File: src/rtl/fp_div.sv
module fp_div #(
  parameter int EXP_W  = 8,
  parameter int FRAC_W = 23
) (
  input  logic                    clk,
  input  logic                    rst_n,
  input  logic                    start,
  input  logic [EXP_W+FRAC_W:0]   dividend,
  input  logic [EXP_W+FRAC_W:0]   divisor,
  output logic [EXP_W+FRAC_W:0]   quotient,
  output logic                    busy,
  output logic                    done,
  output logic                    div_zero,
  output logic                    ovf,
  output logic                    unf,
  output logic                    invalid
);
  localparam int W    = EXP_W + FRAC_W + 1;
  localparam int MW   = FRAC_W + 1;
  localparam int QW   = FRAC_W + 2;
  localparam int XW   = EXP_W + 2;
  localparam int CW   = $clog2(QW);
  localparam int BIAS = (1 << (EXP_W - 1)) - 1;
  localparam int EMAX = (1 << EXP_W) - 1;
  localparam logic signed [XW-1:0] EMAX_S = XW'(EMAX);
  localparam logic signed [XW-1:0] ZERO_S = '0;
  localparam logic signed [XW-1:0] ONE_S  = XW'(1);
  localparam logic [W-1:0] QNAN = {1'b0, {EXP_W{1'b1}}, 1'b1, {(FRAC_W-1){1'b0}}};

  typedef enum logic [1:0] {S_IDLE, S_RUN, S_PACK, S_FIN} state_t;
  state_t state;

  logic                 sgn;
  logic signed [XW-1:0] exr;
  logic [QW-1:0]        rem, q;
  logic [MW-1:0]        dvs;
  logic [CW-1:0]        cnt;
  logic [3:0]           flg;

  wire             sa = dividend[W-1];
  wire             sb = divisor[W-1];
  wire [EXP_W-1:0] ea = dividend[W-2:FRAC_W];
  wire [EXP_W-1:0] eb = divisor[W-2:FRAC_W];
  wire [FRAC_W-1:0] fa = dividend[FRAC_W-1:0];
  wire [FRAC_W-1:0] fb = divisor[FRAC_W-1:0];
  wire sq     = sa ^ sb;
  wire a_zero = (ea == '0);
  wire b_zero = (eb == '0);
  wire a_inf  = (&ea) && (fa == '0);
  wire b_inf  = (&eb) && (fb == '0);
  wire a_nan  = (&ea) && (fa != '0);
  wire b_nan  = (&eb) && (fb != '0);
  wire special = a_zero | b_zero | (&ea) | (&eb);

  logic [W-1:0] sp_q;
  logic [3:0]   sp_f;
  always_comb begin
    sp_q = {sq, {(W-1){1'b0}}};
    sp_f = 4'b0000;
    if (a_nan || b_nan) begin
      sp_q = QNAN;
    end else if ((a_zero && b_zero) || (a_inf && b_inf)) begin
      sp_q = QNAN;
      sp_f = 4'b1000;
    end else if (a_inf) begin
      sp_q = {sq, {EXP_W{1'b1}}, {FRAC_W{1'b0}}};
    end else if (b_zero) begin
      sp_q = {sq, {EXP_W{1'b1}}, {FRAC_W{1'b0}}};
      sp_f = 4'b0100;
    end
  end

  wire          ge   = rem >= {1'b0, dvs};
  wire [QW-1:0] diff = rem - {1'b0, dvs};

  wire                 hi    = q[QW-1];
  wire signed [XW-1:0] e_adj = hi ? exr : exr - ONE_S;
  wire [FRAC_W-1:0]    frac  = hi ? q[QW-2:1] : q[FRAC_W-1:0];

  logic [W-1:0] pk_q;
  logic [3:0]   pk_f;
  always_comb begin
    pk_q = {sgn, e_adj[EXP_W-1:0], frac};
    pk_f = 4'b0000;
    if (e_adj >= EMAX_S) begin
      pk_q = {sgn, {EXP_W{1'b1}}, {FRAC_W{1'b0}}};
      pk_f = 4'b0010;
    end else if (e_adj <= ZERO_S) begin
      pk_q = {sgn, {(W-1){1'b0}}};
      pk_f = 4'b0001;
    end
  end

  always_ff @(posedge clk or negedge rst_n) begin
    if (!rst_n) begin
      state    <= S_IDLE;
      sgn      <= 1'b0;
      exr      <= '0;
      rem      <= '0;
      q        <= '0;
      dvs      <= '0;
      cnt      <= '0;
      flg      <= '0;
      quotient <= '0;
    end else begin
      case (state)
        S_IDLE: if (start) begin
          if (special) begin
            quotient <= sp_q;
            flg      <= sp_f;
            state    <= S_FIN;
          end else begin
            sgn   <= sq;
            exr   <= XW'({2'b00, ea}) - XW'({2'b00, eb}) + XW'(BIAS);
            rem   <= {2'b01, fa};
            dvs   <= {1'b1, fb};
            q     <= '0;
            cnt   <= '0;
            state <= S_RUN;
          end
        end
        S_RUN: begin
          q   <= {q[QW-2:0], ge};
          rem <= ge ? (diff << 1) : (rem << 1);
          cnt <= cnt + 1'b1;
          if (cnt == CW'(QW - 1)) state <= S_PACK;
        end
        S_PACK: begin
          quotient <= pk_q;
          flg      <= pk_f;
          state    <= S_FIN;
        end
        default: state <= S_IDLE;
      endcase
    end
  end

  assign busy     = (state != S_IDLE);
  assign done     = (state == S_FIN);
  assign invalid  = flg[3];
  assign div_zero = flg[2];
  assign ovf      = flg[1];
  assign unf      = flg[0];
endmodule

File: config.mk
export PLATFORM = sky130hd
export DESIGN_NAME = fp_div
export DESIGN_NICKNAME = d
export VERILOG_FILES = /design/src/rtl/fp_div.sv
export SDC_FILE = /design/constraint.sdc
export NUM_CORES = 1
export LEC_CHECK = 0
export ABC_AREA = 1
export BUFFER_PORTS_ARGS = -buffer_cell sky130_fd_sc_hd__buf_4
export CORE_ASPECT_RATIO = 1.2
export CORE_UTILIZATION = 50
export DETAILED_ROUTE_END_ITERATION = 16
export MAX_ROUTING_LAYER = met4
export PLACE_DENSITY = 0.77
export SETUP_SLACK_MARGIN = 0.2
export SKIP_LAST_GASP = 1
export SLEW_MARGIN = 20
export SYNTH_ARGS = -nofsm -noshare
export SYNTH_HDL_FRONTEND = slang
export SYNTH_SLANG_ARGS = --single-unit
File: constraint.sdc
create_clock -name clk -period 5.05 [get_ports clk]
set_input_delay 1.01 -clock clk [delete_from_list [all_inputs] [get_ports clk]]
set_output_delay 1.01 -clock clk [all_outputs]
set_load 0.01 [all_outputs]
==> metrics.md <==
| Metric | Value |
|---|---|
| Status | `complete, no violations` |
| Hold Vio Cnt, Final | `0` |
| Synth Area in Simple Gates | `30.4%` |
| WP buf/inv | `3` |
| Area leader, netlist | `dfrtp_1` |
| Mux contribution to synthesized area | `0%` |
| Total grt overflow | `0` |
| Switch Pwr | `3.43 mW` |
| PortBufs | `104` |
| Fraction of registers with async set/reset | `100%` |
| First-pass GRT wire length | `38.1 mm` |
| CP cell instances | `inv_1, ha_1, nand2_2, nor2_2, inv_1, nor3_1, nand3_1, nand3_1, buf_4, nand3_1, nand3_1, a21oi_1` |
| Starting Density | `51.3%` |
| Unrepaired setup endpoints after global routing | `no` |
| WL/cell | `14.7 µm` |
| Number of setup buffers added after CTS | `0` |
| Max stage delay on crit path | `0.48 ns` |
| Setup TNS | `0 ns` |
| N_diodes | `0` |
| Core ar. | `0.0170 mm²` |
| Max-slew violations | `0` |
| Worst hold start | `dvs[21]$_DFFE_PN0P_` |
| Share of layout cells above drive strength 1 | `12.9%` |
| First-pass DRT Iterations | `6` |
| Crit Path Category | `flip-flop to flip-flop` |
| Filler instances | `1,628` |
| Vias | `8,285` |
| Min Tclk post-route | `3.03 ns` |
| Reg2Reg Depth | `12` |
| Clock tree buffer depth | `2` |
| Initial antenna violation count | `0` |
| Final period utilization | `60.0%` |
| WP data required | `5.35 ns` |
| Critical Path Source Type | `flip-flop` |
| Achievable frequency | `0.330 GHz` |
| Clock Root Buffer | `clkbuf_16` |
| Clk sink count | `128` |
| Worst path top cell family by delay | `simple AND/OR/NAND/NOR gates` |
| Clock transition at path regs | `0.06 ns` |
| #FFs+latches synth | `128` |
| Die area | `0.0180 mm²` |
| Max VDD drop | `0.334 mV` |
| Area of the multi-input gates | `0.00451 mm²` |
| Hold depth | `2` |
| Final Total Pwr | `7.01 mW` |
| Num rows | `52` |
| Number of synthesized flops with an enable pin | `0` |
| DPL Wire Length | `17.8 mm` |
| YS warnings | `0` |
| Rel. slew slack | `30.7%` |
| Most frequent CP cell | `nand3_1` |
| Fin cells | `1,569` |
| Most frequent cells in the layout | `333 x nand2_1, 205 x inv_1, 128 x dfrtp_1, 112 x nor2_1, 110 x buf_4` |
| IO Count | `105` |
| Setup WS pre-CTS | `1.66 ns` |
| Largest family of logic cells by synthesized area | `simple AND/OR/NAND/NOR gates` |
| Register area share after synthesis | `36.8%` |
| Cells after DPL | `1,538` |
| Worst skew pair latency | `0.42 ns` |
| Layout area overhead | `16.8%` |
| Critical Path Stages | `12` |
| Die W | `123 µm` |
| Largest net degree at the start of global routing | `53` |
| Combinational cell fraction of total power | `59.2%` |
| Worst EP arrival | `3.33 ns` |
| Remaining antenna violation count | `0` |
| Pwr Density | `689 mW/mm²` |
| Max-cap viol count | `0` |
| Worst-path cell with the longest stage delay | `nand3_1` |
| Worst setup startpoint | `dvs[18]$_DFFE_PN0P_` |
| Crit Path Max Fanout | `20` |
| Endpoints failing setup | `0` |
| Seq. cell area | `0.00320 mm²` |
| Utilization after layout | `59.9%` |
| Adder-Cell Fraction of Synth Area | `6.35%` |
| Setup ws final | `2.02 ns` |
| Post-Synthesis Cells | `1,254` |
| Syn Nets | `1,364` |
| Hold Path Class | `flip-flop to flip-flop` |
| Synth Cell Area | `0.00871 mm²` |
| Synth area leaders | `dfrtp_1 37%, nand2_1 14%, inv_1 8.8%, ha_1 5.9%, nand3_1 4.8%` |
| Switch share | `49.0%` |
| Initial drt markers | `544` |
| Slew of the pin with the lowest slew margin | `1.04 ns` |
| Synth Area in XOR/XNOR | `2.50%` |
| Internal Pwr Total | `3.58 mW` |
| NumNets Final | `1,451` |
| Remaining DRCs | `0` |
| CTS Buf Count | `17` |
| Via density | `5.28` |
| Hold Buf Count CTS | `0` |
| Total Routing Usage GR | `28.1%` |
| Post-synth top area share | `36.8%` |
| Die Span Y | `147 µm` |
| Worst Setup End Kind | `flip-flop` |
| Resize count post-CTS | `0` |
| Clk pwr share | `17.0%` |
| Most common cell after layout, fill and taps aside | `nand2_1` |
| Leakage | `5.31 nW` |
| Vias in the first global route | `7,889` |
| Mean Syn Cell Area | `6.95 µm²` |
| Compound-gate portion of the synthesized area | `12.5%` |
| Share of power burned in registers | `23.8%` |
| H-tree levels | `4` |
| Unique masters post-synth | `43` |
| Reg-to-Reg Start | `dvs[18]$_DFFE_PN0P_` |
| Main synth FF type | `dfrtp_1` |
| Gpl congestion | `1.01` |
| Clk_skew | `0.00958 ns` |
| Final WL | `23.1 mm` |
| CTS tree | `done` |
==> power by group through the flow <==
stage          combinational, mW  clock, mW  sequential [mW]
6_report                    4.15       1.19             1.67
5_1_grt                     4.70       1.25             1.72
4_1_cts                     4.13       1.21             1.66
3_5_place_dp                4.11          0             1.67
3_3_place_gp                4.04          0             1.67
2_1_floorplan               3.12          0             1.64
==> registers in the layout, summed over array words and instances, names as in the netlist <==
name      flops
quotient     32
q            25
rem          25
dvs          24
exr          10
cnt           5
flg           4
state         2
sgn           1
==> cells by family (layout without fill, tap and decap cells) <==
kind of cell / count (synthesis) / in the layout
adder cells (fa/ha/maj): 43 / 43
XOR/XNOR: 24 / 24
flip-flops: 128 / 128
AND/OR/NAND/NOR: 609 / 609
buffers and inverters: 254 / 353
AO/OA/AOI/OAI: 196 / 196
==> per-layer routing <==
layer	wire length (µm)	part of all wire, %	track usage (%)	up-vias
met1	9710	42	32.7	3806
met5	0	0	-	-
met4	1170	5.0	15.7	0
met3	884	3.8	4.14	49
met2	11300	49	45.9	230
li1	-	-	-	4200
==> worst paths after layout <==
kind,slack [ns],end
max,2.02,rem[19]$_DFFE_PN0P_
min,0.48,dvs[21]$_DFFE_PN0P_
max reg2reg,2.02,rem[19]$_DFFE_PN0P_
min reg2reg,0.48,dvs[21]$_DFFE_PN0P_
max in group asynchronous,3.39,exr[1]$_DFFE_PN0P_
min in group asynchronous,0.63,q[7]$_DFFE_PN0P_
==> cell usage after synthesis, types with 15 or more instances <==
master	instances
nand4_1	45
nand3_1	84
clkbuf_1	21
nand2_1	333
ha_1	41
nor2_1	112
a21oi_1	63
dfrtp_1	128
xnor2_1	15
inv_1	205
o22ai_1	25
o21ai_0	82
==> area by class of cell <==
type	count	area share [%]
tap	216	2.66
clock inverter	10	1.11
multi-input combinational	872	44.3
sequential	128	31.5
clock buffer	21	4.53
timing repair buffer	110	8.12
inverter	212	7.82
==> per-stage QoR <==
step	hold slack (ns)	area, µm²
after floorplan	0.426	8710
after global placement	0.447	9600
after detailed placement	0.469	9600
after CTS	0.483	10200
after global routing	0.500	10200
final	0.478	10200
==> worst reg2reg max path, stage by stage, from the launching register on <==
cell	delay [ns]
dfrtp_1	0.36
inv_1	0.07
ha_1	0.42
nand2_2	0.14
nor2_2	0.15
inv_1	0.07
nor3_1	0.16
nand3_1	0.39
nand3_1	0.48
buf_4	0.33
nand3_1	0.17
nand3_1	0.11
a21oi_1	0.07
No activity file was read; power rests on OpenSTA's default activity.
